[src/rtl/adc_seq_pkg.sv]
package adc_seq_pkg;
  typedef enum logic [2:0] {
    ST_IDLE,
    ST_REF,
    ST_SETTLE,
    ST_SYNC,
    ST_CONV
  } seq_state_e;

  function automatic int max_int(input int a, input int b);
    return (a > b) ? a : b;
  endfunction
endpackage

[src/rtl/adc_seq_warmup.sv]
module adc_seq_warmup #(
  parameter int STARTUP_CYC = 60
) (
  input  logic clk_i,
  input  logic rst_ni,
  input  logic en_i,
  output logic ready_o
);
  localparam int CW = (STARTUP_CYC > 0) ? $clog2(STARTUP_CYC + 1) : 1;
  localparam logic [CW-1:0] LIMIT = CW'(STARTUP_CYC);

  logic [CW-1:0] cnt_q;

  always_ff @(posedge clk_i or negedge rst_ni) begin
    if (!rst_ni) begin
      cnt_q <= '0;
    end else if (!en_i) begin
      cnt_q <= '0;
    end else if (cnt_q != LIMIT) begin
      cnt_q <= cnt_q + 1'b1;
    end
  end

  assign ready_o = en_i && (cnt_q == LIMIT);
endmodule

[src/rtl/adc_seq_sync.sv]
module adc_seq_sync #(
  parameter int STAGES = 2
) (
  input  logic clk_i,
  input  logic rst_ni,
  input  logic sync_i,
  output logic rise_o
);
  logic [STAGES-1:0] s_q;
  logic              prev_q;

  always_ff @(posedge clk_i or negedge rst_ni) begin
    if (!rst_ni) begin
      s_q    <= '0;
      prev_q <= 1'b0;
    end else begin
      s_q[0] <= sync_i;
      for (int i = 1; i < STAGES; i++) s_q[i] <= s_q[i-1];
      prev_q <= s_q[STAGES-1];
    end
  end

  assign rise_o = s_q[STAGES-1] && !prev_q;
endmodule

[src/rtl/adc_seq_stub.sv]
module adc_seq_stub #(
  parameter int NUM_CH = 8,
  parameter int RES_W  = 10,
  parameter int CH_W   = 3
) (
  input  logic                    clk_i,
  input  logic                    rst_ni,
  input  logic [NUM_CH*RES_W-1:0] ain_i,
  input  logic [CH_W-1:0]         ch_i,
  input  logic                    capture_i,
  output logic [RES_W-1:0]        sample_o
);
  logic [RES_W-1:0] lvl [NUM_CH];
  logic [RES_W-1:0] hold_q;

  for (genvar g = 0; g < NUM_CH; g++) begin : g_ch
    assign lvl[g] = ain_i[g*RES_W +: RES_W];
  end

  always_ff @(posedge clk_i or negedge rst_ni) begin
    if (!rst_ni)        hold_q <= '0;
    else if (capture_i) hold_q <= (int'(ch_i) < NUM_CH) ? lvl[ch_i] : '0;
  end

  assign sample_o = hold_q;
endmodule

[src/rtl/adc_seq_fsm.sv]
module adc_seq_fsm
  import adc_seq_pkg::*;
#(
  parameter int CH_W     = 3,
  parameter int SEL_CYC  = 51,
  parameter int CONV_CYC = 102
) (
  input  logic            clk_i,
  input  logic            rst_ni,
  input  logic            start_i,
  input  logic            abort_i,
  input  logic [CH_W-1:0] ch_i,
  input  logic            sync_en_i,
  input  logic            warm_ready_i,
  input  logic            sync_rise_i,
  output logic [CH_W-1:0] ch_o,
  output logic            capture_o,
  output logic            done_o,
  output logic            valid_o,
  output logic            irq_o,
  output seq_state_e      state_o
);
  localparam int CNT_W = $clog2(max_int(SEL_CYC, CONV_CYC) + 1);
  localparam logic [CNT_W-1:0] SEL_LOAD  = CNT_W'(SEL_CYC - 1);
  localparam logic [CNT_W-1:0] CONV_LOAD = CNT_W'(CONV_CYC - 1);

  seq_state_e      state_q;
  logic [CNT_W-1:0] cnt_q;
  logic [CH_W-1:0] ch_q;
  logic            syn_q, valid_q, irq_q;
  logic            cnt_zero, busy;

  assign cnt_zero = (cnt_q == '0);
  assign busy     = (state_q != ST_IDLE);

  always_comb begin
    capture_o = 1'b0;
    if (!abort_i) begin
      if (state_q == ST_SETTLE && cnt_zero && !syn_q) capture_o = 1'b1;
      if (state_q == ST_SYNC && sync_rise_i)          capture_o = 1'b1;
    end
  end

  assign done_o = !abort_i && state_q == ST_CONV && cnt_zero;

  always_ff @(posedge clk_i or negedge rst_ni) begin
    if (!rst_ni) begin
      state_q <= ST_IDLE;
      cnt_q   <= '0;
      ch_q    <= '0;
      syn_q   <= 1'b0;
      valid_q <= 1'b0;
      irq_q   <= 1'b0;
    end else if (abort_i) begin
      state_q <= ST_IDLE;
      valid_q <= 1'b0;
      irq_q   <= 1'b0;
    end else begin
      irq_q <= 1'b0;
      unique case (state_q)
        ST_IDLE: if (start_i) begin
          ch_q    <= ch_i;
          syn_q   <= sync_en_i;
          valid_q <= 1'b0;
          if (warm_ready_i) begin
            state_q <= ST_SETTLE;
            cnt_q   <= SEL_LOAD;
          end else begin
            state_q <= ST_REF;
          end
        end
        ST_REF: if (warm_ready_i) begin
          state_q <= ST_SETTLE;
          cnt_q   <= SEL_LOAD;
        end
        ST_SETTLE: begin
          if (!cnt_zero) begin
            cnt_q <= cnt_q - 1'b1;
          end else if (syn_q) begin
            state_q <= ST_SYNC;
          end else begin
            state_q <= ST_CONV;
            cnt_q   <= CONV_LOAD;
          end
        end
        ST_SYNC: if (sync_rise_i) begin
          state_q <= ST_CONV;
          cnt_q   <= CONV_LOAD;
        end
        ST_CONV: begin
          if (!cnt_zero) begin
            cnt_q <= cnt_q - 1'b1;
          end else begin
            state_q <= ST_IDLE;
            valid_q <= 1'b1;
            irq_q   <= 1'b1;
          end
        end
        default: state_q <= ST_IDLE;
      endcase
    end
  end

  assign ch_o    = ch_q;
  assign valid_o = valid_q;
  assign irq_o   = irq_q;
  assign state_o = state_q;

  p_irq_pulse_r8: assert property (@(posedge clk_i) disable iff (!rst_ni)
    irq_q |=> !irq_q);
  p_valid_with_irq_r8: assert property (@(posedge clk_i) disable iff (!rst_ni)
    $rose(valid_q) |-> irq_q);
  p_abort_r9: assert property (@(posedge clk_i) disable iff (!rst_ni)
    abort_i |=> (state_q == ST_IDLE && !valid_q && !irq_q));
  p_busy_start_r10: assert property (@(posedge clk_i) disable iff (!rst_ni)
    (busy && start_i && !abort_i) |=> $stable(ch_q));
  p_start_clears_r11: assert property (@(posedge clk_i) disable iff (!rst_ni)
    (!busy && start_i && !abort_i) |=> (!valid_q && state_q != ST_IDLE));
endmodule

[src/rtl/adc_seq_top.sv]
module adc_seq_top
  import adc_seq_pkg::*;
#(
  parameter int NUM_CH      = 8,
  parameter int RES_W       = 10,
  parameter int STARTUP_CYC = 60,
  parameter int SEL_CYC     = 51,
  parameter int CONV_CYC    = 102,
  parameter int SYNC_STAGES = 2,
  parameter int DATA_W      = 16
) (
  input  logic                    clk_i,
  input  logic                    rst_ni,
  input  logic                    ctrl_we_i,
  input  logic [5:0]              ctrl_wdata_i,
  input  logic                    sync_i,
  input  logic [NUM_CH*RES_W-1:0] ain_i,
  output logic [DATA_W-1:0]       data_o,
  output logic                    irq_o
);
  localparam int CH_W      = (NUM_CH > 1) ? $clog2(NUM_CH) : 1;
  localparam int EN_POS    = 0;
  localparam int CH_POS    = 1;
  localparam int SYNC_POS  = CH_POS + CH_W;
  localparam int START_POS = SYNC_POS + 1;
  localparam int VALID_POS = DATA_W - 1;

  logic            en_q, warm_ready, sync_rise, capture, done, valid;
  logic            start_req, abort_req;
  logic [CH_W-1:0] ch_run;
  logic [RES_W-1:0] sample, result_q;
  seq_state_e      state;

  assign start_req = ctrl_we_i && ctrl_wdata_i[EN_POS] && ctrl_wdata_i[START_POS];
  assign abort_req = ctrl_we_i && !ctrl_wdata_i[EN_POS];

  always_ff @(posedge clk_i or negedge rst_ni) begin
    if (!rst_ni)        en_q <= 1'b0;
    else if (ctrl_we_i) en_q <= ctrl_wdata_i[EN_POS];
  end

  adc_seq_warmup #(.STARTUP_CYC(STARTUP_CYC)) u_warm (
    .clk_i, .rst_ni, .en_i(en_q), .ready_o(warm_ready)
  );

  adc_seq_sync #(.STAGES(SYNC_STAGES)) u_sync (
    .clk_i, .rst_ni, .sync_i, .rise_o(sync_rise)
  );

  adc_seq_fsm #(.CH_W(CH_W), .SEL_CYC(SEL_CYC), .CONV_CYC(CONV_CYC)) u_fsm (
    .clk_i, .rst_ni,
    .start_i     (start_req),
    .abort_i     (abort_req),
    .ch_i        (ctrl_wdata_i[CH_POS +: CH_W]),
    .sync_en_i   (ctrl_wdata_i[SYNC_POS]),
    .warm_ready_i(warm_ready),
    .sync_rise_i (sync_rise),
    .ch_o        (ch_run),
    .capture_o   (capture),
    .done_o      (done),
    .valid_o     (valid),
    .irq_o       (irq_o),
    .state_o     (state)
  );

  adc_seq_stub #(.NUM_CH(NUM_CH), .RES_W(RES_W), .CH_W(CH_W)) u_stub (
    .clk_i, .rst_ni, .ain_i, .ch_i(ch_run), .capture_i(capture), .sample_o(sample)
  );

  always_ff @(posedge clk_i or negedge rst_ni) begin
    if (!rst_ni)   result_q <= '0;
    else if (done) result_q <= sample;
  end

  always_comb begin
    data_o                 = '0;
    data_o[RES_W-1:0]      = result_q;
    data_o[VALID_POS]      = valid;
  end

  p_settle_after_ready_r4: assert property (@(posedge clk_i) disable iff (!rst_ni)
    (state != ST_IDLE && state != ST_REF) |-> warm_ready);
  p_disabled_no_start_r2: assert property (@(posedge clk_i) disable iff (!rst_ni)
    (!en_q && state == ST_IDLE && !start_req) |=> state == ST_IDLE);
endmodule

[config.mk]
export PLATFORM = sky130hd
export DESIGN_NAME = adc_seq_top
export DESIGN_NICKNAME = d
export VERILOG_FILES = /design/src/rtl/adc_seq_pkg.sv /design/src/rtl/adc_seq_warmup.sv /design/src/rtl/adc_seq_sync.sv /design/src/rtl/adc_seq_stub.sv /design/src/rtl/adc_seq_fsm.sv /design/src/rtl/adc_seq_top.sv
export SDC_FILE = /design/constraint.sdc
export NUM_CORES = 1
export LEC_CHECK = 0
export ABC_AREA = 1
export BUFFER_PORTS_ARGS = -buffer_cell sky130_fd_sc_hd__buf_2
export CELL_PAD_IN_SITES_DETAIL_PLACEMENT = 0
export CELL_PAD_IN_SITES_GLOBAL_PLACEMENT = 1
export CORE_UTILIZATION = 37
export DETAILED_ROUTE_END_ITERATION = 10
export PLACE_DENSITY_LB_ADDON = 0.1
export REMOVE_ABC_BUFFERS = 1
export SYNTH_ARGS = -nofsm -noshare
export SYNTH_HDL_FRONTEND = slang
export SYNTH_SLANG_ARGS = --single-unit
[constraint.sdc]
create_clock -name clk_i -period 4.3 [get_ports clk_i]
set_input_delay 0.215 -clock clk_i [delete_from_list [all_inputs] [get_ports clk_i]]
set_output_delay 0.215 -clock clk_i [all_outputs]
set_load 0.02 [all_outputs]
== Yosys cells after proc, flatten, opt, wreduce, memory -nomap -nowiden ==
Index checks and enable logic that the tools add are counted.
Operators by class
  reductions and logical operators: 22
  bitwise gates (word level): 2
  equality and inequality tests: 16
  $lt $le $gt $ge: 1
  muxes and demuxes: 31
  add/subtract/negate cells: 2
Operator list (count)
  7-bit 2-to-1 mux: 6
  7-bit case mux with 5 select lines: 1
  10-bit binary-select mux with 3-bit select: 1
  3-bit 2-to-1 mux: 7
  10-bit 2-to-1 mux: 2
  3-bit case mux with 5 select lines: 1
  6-bit 2-to-1 mux: 2
  3-bit by 1-bit != test with 1-bit output, second input constant: 4
  1-bit logical AND: 10
  1-bit 2-to-1 mux: 9
  7-bit logical NOT: 1
  7-bit by 1-bit subtractor with 7-bit output, second input constant: 1
  6-bit by 1-bit adder with 6-bit output, second input constant: 1
  3-bit by 2-bit equality test with 1-bit output, second input constant: 2
  6-bit equality test, second input constant: 1
  6-bit != test, second input constant: 1
  3-bit AND reduction: 2
  6-bit AND reduction: 1
  5-bit AND reduction: 1
  5-bit nonzero test: 1
  4-bit >= comparator, second input constant: 1
  1-bit logical NOT: 4
  2-bit by 1-bit != test with 1-bit output, second input constant: 2
  2-bit != test, second input constant: 2
  10 further kinds: 10
Word-level totals
  register bits after elaboration: 46
  input bits: 90

== Depth between registers and ports, before layout ==
  depth after elaboration: 6
  depth in mapped cells: 12
  mapped depth without buffers: 11

== By module ==
From an unflattened synthesis, not the netlist that was laid out.
Second synthesis, totals
  cell total of the unflattened synthesis: 526
  area total of the unflattened synthesis: 3423.3 sq um
Modules (own cells, without submodules)
  adc_seq_stub: times used 1, area an instance 1432.6 sq um, seq. area each 250.2 sq um, cells each 269
  adc_seq_fsm: times used 1, area an instance 1067.3 sq um, seq. area each 400.4 sq um, cells each 151
  adc_seq_top: times used 1, area an instance 478.0 sq um, seq. area each 275.3 sq um, cells each 57
  adc_seq_warmup: times used 1, area an instance 360.3 sq um, seq. area each 150.1 sq um, cells each 44
  adc_seq_sync: times used 1, area an instance 85.1 sq um, seq. area each 75.1 sq um, cells each 5

== Worst setup path before layout ==
No wires, ideal clock.
  path kind: register -> register
  start point: reg u_fsm.cnt_q[0]
  end point: reg u_stub.hold_q[0], in the netlist u_stub.sample_o[0]
  period minus slack after synthesis: 1.535 ns
  slack: 2.765 ns
  cell stages (with the launch flop): 13
  buffers on the path: 1
  arrival time: 1.417 ns
  data required time: 4.182 ns
  path through: dfrtp_1 inv_1 ha_1 inv_1 nor2_1 nand3_4 nor2_2 nand2_1 nand2_2 nand2_2 buf_6 nand2_1 nand2_1
Between the ends
  word-level cells in the longest chain between the ends: 6
RTL lines
  start, declared: line adc_seq_fsm.sv:28  | logic [CNT_W-1:0] cnt_q;
  start signal, assigned: line adc_seq_fsm.sv:78  | cnt_q <= cnt_q - 1'b1;
  start signal, assigned: line adc_seq_fsm.sv:92  | cnt_q <= cnt_q - 1'b1;
  7-bit logical NOT: line adc_seq_fsm.sv:33  | assign cnt_zero = (cnt_q == '0);
  1-bit logical AND (2 in a row): line adc_seq_fsm.sv:39  | if (state_q == ST_SETTLE && cnt_zero && !syn_q) capture_o = 1'b1;
  1-bit 2-to-1 mux: line adc_seq_fsm.sv:39
  1-bit 2-to-1 mux: line adc_seq_fsm.sv:40  | if (state_q == ST_SYNC && sync_rise_i) capture_o = 1'b1;
  1-bit 2-to-1 mux: line adc_seq_fsm.sv:38  | if (!abort_i) begin
  end signal, assigned: line adc_seq_stub.sv:22  | else if (capture_i) hold_q <= (int'(ch_i) < NUM_CH) ? lvl[ch_i] : '0;
  end, declared: line adc_seq_stub.sv:14  | logic [RES_W-1:0] hold_q;
Every way passes these cells.
A chain may end at the register's enable or synchronous reset.

== Worst setup path after layout ==
  start point: reg u_fsm.ch_q[1], in the netlist u_fsm.ch_o[1]
  end point: reg u_stub.hold_q[6], in the netlist u_stub.sample_o[6]
Between the ends
  word-level cells in the longest chain between the ends: 4
RTL lines
  start, declared: line adc_seq_fsm.sv:29  | logic [CH_W-1:0] ch_q;
  start signal, assigned: line adc_seq_fsm.sv:62  | ch_q <= ch_i;
  3-bit NOT with 4-bit output (implied by the code): line adc_seq_stub.sv:22
  10-bit binary-select mux with 3-bit select: line adc_seq_stub.sv:22
  10-bit 2-to-1 mux (implied by the code) (2 in a row): line adc_seq_stub.sv:22
Every way passes these cells. The select of a mux whose other input is x is not followed.

==> run_results.csv <==
group,metric,value,unit
run_status,status,"finished, final reports clean",
min_path,hp-class,"in2async",
setup_path,cp-start-kind,"register",
clock_network,numClockSinks,46,
synth,synth.yosys.seq_area_share,0.368,
power,ir_drop,0.209,mV
power,p_per_area,562,nW/um2
finish,fin_util,0.457,
synth,yosys.area.top_type,"dfrtp_1",
drt,viasPerCell,4.74,
synth,ys_top_cells_by_area,"dfrtp_1, nand2_1, nor2_1",
finish,syn_to_final_growth,19.9,%
setup_path,cp_common_cell,"nand2_1",
clock_network,post_cts_buffers,0,
sta,period_share,0.497,
synth,syn_area_per_cell,6.46,um2
clock_network,cts.htree.levels,2,
clock_network,cts_root_buf,"clkbuf_8",
floorplan,die-area,8840,um2
synth,synth.top_cell.area_share,0.368,
sta,tightest_slew,1.03,ns
finish,drive_above_1_share,0.235,
drt,antenna_left,0,
sta,fmax,0.468,GHz
setup_path,cp_slowest_stage_delay,0.83,ns
floorplan,initial_core_util,0.381,
global_route,grt_max_degree,47,
floorplan,coreArea,8220,um2
global_route,grt_pass1_wl,14400,um
drt,finalWirelength,8550,um
global_route,grt_use_total,0.208,
synth,yosysUniqueCellTypes,27,
floorplan,rows,33,
synth,syn_area,3130,um2
power,power_leakage,2.15,nW
global_route,overflow,0,
synth,synth-edff-count,0,
setup_path,crit_path_end_kind,"register",
setup_path,path_max_fanout,21,
floorplan,pin_count,107,
setup_path,cp.arrival,2.40,ns
drt,vias,3217,
finish,antenna_cells,0,
global_route,antenna_found_initial,0,
synth,synth_most_common_cell,"nand2_1",
floorplan,chipWidth,94,um
synth,ys.flop_type,"dfrtp_1",
sta,setup_viol,0,
setup_path,critical_path_buf_inv_count,1,
sta,maxSlewViolCount,0,
synth,yosys_warnings,0,
global_route,grt_pass1_vias,3139,
placement,io_buffers,101,
sta,max-slew-margin-rel,0.316,
setup_path,cp.required,4.56,ns
synth,async_reset_ff_frac,1.00,
synth,synth_common_cells,"nand2_1, nor2_1, o21ai_0",
drt,dr.pass1.iters,4,
clock_network,cts_resized,0,
drt,drt_iter0_markers,81,
synth,synth_seq_cells,46,
clock_network,clk_latency,0.31,ns
sta,tns,0,ns
clock_network,cts_tree,"built",
clock_network,ctsHoldBuffers,1,
finish,final_nets,667,
drt,wl_per_cell,12.6,um
placement,place_area,3650,um2
floorplan,die_y,94,um
setup_path,worstPathCellList,"inv_1 > nor2_1 > o21ai_0 > nand2_1 > nand2_1 > nand2_1 > nand3_1 > nand2_1",
power,finalPower,0.00211,W
synth,synthCells,485,
setup_path,path_delay_family,"flip-flops",
clock_network,clkSlewWorstSetupHoldPaths,0.10,ns
placement,gp_congestion,0.782,
setup_path,worstSetupPathType,"reg2reg",
run,drv_cap,0,
clock_network,clockBufferDepth,2,
finish,final_cell_area,3750,um2
sta,rsz0062_at_grt,"no",
placement,dp_hpwl,6410,um
sta,fin_skew,0.00635,ns
setup_path,r2r-start,"u_fsm.ch_o[1]$_DFFE_PN0P_",
sta,hold_violations,0,
setup_path,crit_path_start,"u_fsm.ch_o[1]$_DFFE_PN0P_",
drt,drc_errors,0,
sta,min_period,2.14,ns
setup_path,slowest_stage,"dfrtp_1",
clock_network,cts_made_buffers,5,
[layer usage]
| metal | share of wire | global-route usage |
|---|---|---|
| met1 | 0.44 | 0.251 |
| met2 | 0.48 | 0.361 |
| met3 | 0.046 | 0.0413 |
| met4 | 0.029 | 0.0821 |
| met5 | 0 | 0 |
[sequential cells by signal, indices dropped and copies added, names as in the netlist, 2 cells and up]
signal,count
u_stub.sample_o,10
result_q,10
u_fsm.ch_o,3
u_warm.cnt_q,6
u_fsm.cnt_q,7
u_sync.s_q,2
u_fsm.state_o,3
[path summary, 6_finish.rpt]
path	endpoint	slack, ns	depth (start not counted)
min	u_warm.cnt_q[4]$_DFFE_PN0P_	0.07	1
min reg2reg	u_sync.s_q[1]$_DFF_PN0_	0.37	0
max reg2reg	u_stub.sample_o[6]$_DFFE_PN0P_	2.16	8
max	u_stub.sample_o[6]$_DFFE_PN0P_	2.16	8
min in group clk_i	u_fsm.ch_o[0]$_DFFE_PN0P_	0.13	3
max in group asynchronous	u_fsm.cnt_q[1]$_DFFE_PN0P_	3.59	1
[stage by stage]
stage	instances	hold slack [ns]	setup slack [ns]
final	679	0.0714	2.16
after global routing	679	0.122	1.92
after detailed placement	670	0.334	2.17
after global placement	670	0.334	2.17
after floorplan	463	-0.0806	2.21
after CTS	679	0.120	2.15
[cell type report]
cell class	instances	area, um2
fillers	888	4460
multi-input cells	384	1720
flip-flops and latches	46	1150
repair buffers	103	523
well taps	105	131
inverters	33	129
clock buffers	5	68.8
clock inverters	3	28.8
[cells in the final DEF, fill, tap and decap left out]
cell type | netlist | final
inv_6 | 0 | 1
nand2_2 | 7 | 7
inv_8 | 0 | 1
dfrtp_1 | 46 | 46
nand3_4 | 2 | 2
nand3_1 | 29 | 29
a21oi_1 | 7 | 7
buf_4 | 7 | 1
nand2_1 | 161 | 161
o21ai_0 | 52 | 52
nand2_4 | 1 | 1
nor2_4 | 4 | 4
nand4_1 | 3 | 3
conb_1 | 1 | 5
inv_4 | 2 | 2
inv_1 | 27 | 27
nor3_1 | 3 | 3
inv_2 | 4 | 4
ha_1 | 4 | 4
a31oi_1 | 2 | 2
xor2_1 | 3 | 3
buf_2 | 5 | 101
clkbuf_8 | 0 | 5
a21boi_2 | 1 | 1
o21ai_1 | 3 | 3
clkinv_4 | 0 | 1
nor2_1 | 93 | 93
nor2_2 | 4 | 4
dlygate4sd3_1 | 0 | 1
[power by group]
group / internal [W] / total (W) / switching (W)
registers: 0.000558 / 0.000714 / 0.000156
clock network: 0.000122 / 0.000296 / 0.000174
logic: 0.000395 / 0.00110 / 0.000704
total: 0.00108 / 0.00211 / 0.00103
[logic make-up (layout without fill, tap and decap cells)]
group / after synthesis / in the layout / synth area share
buffers and inverters: 59 / 144 / 0.0875
other: 1 / 5 / 0.00120
AO/OA/AOI/OAI: 65 / 65 / 0.107
AND/OR/NAND/NOR: 307 / 307 / 0.413
XOR/XNOR: 3 / 3 / 0.00839
adder cells (fa/ha/maj): 4 / 4 / 0.0160
flip-flops: 46 / 46 / 0.368
[worst reg2reg max path: cells and delay by family, from the launching register on]
family	cells	cell delay, ns
flip-flops	1	0.83
AND/OR/NAND/NOR	6	0.61
buffers and inverters	1	0.55
AO/OA/AOI/OAI	1	0.10
Power figures use the tool's default switching activity.
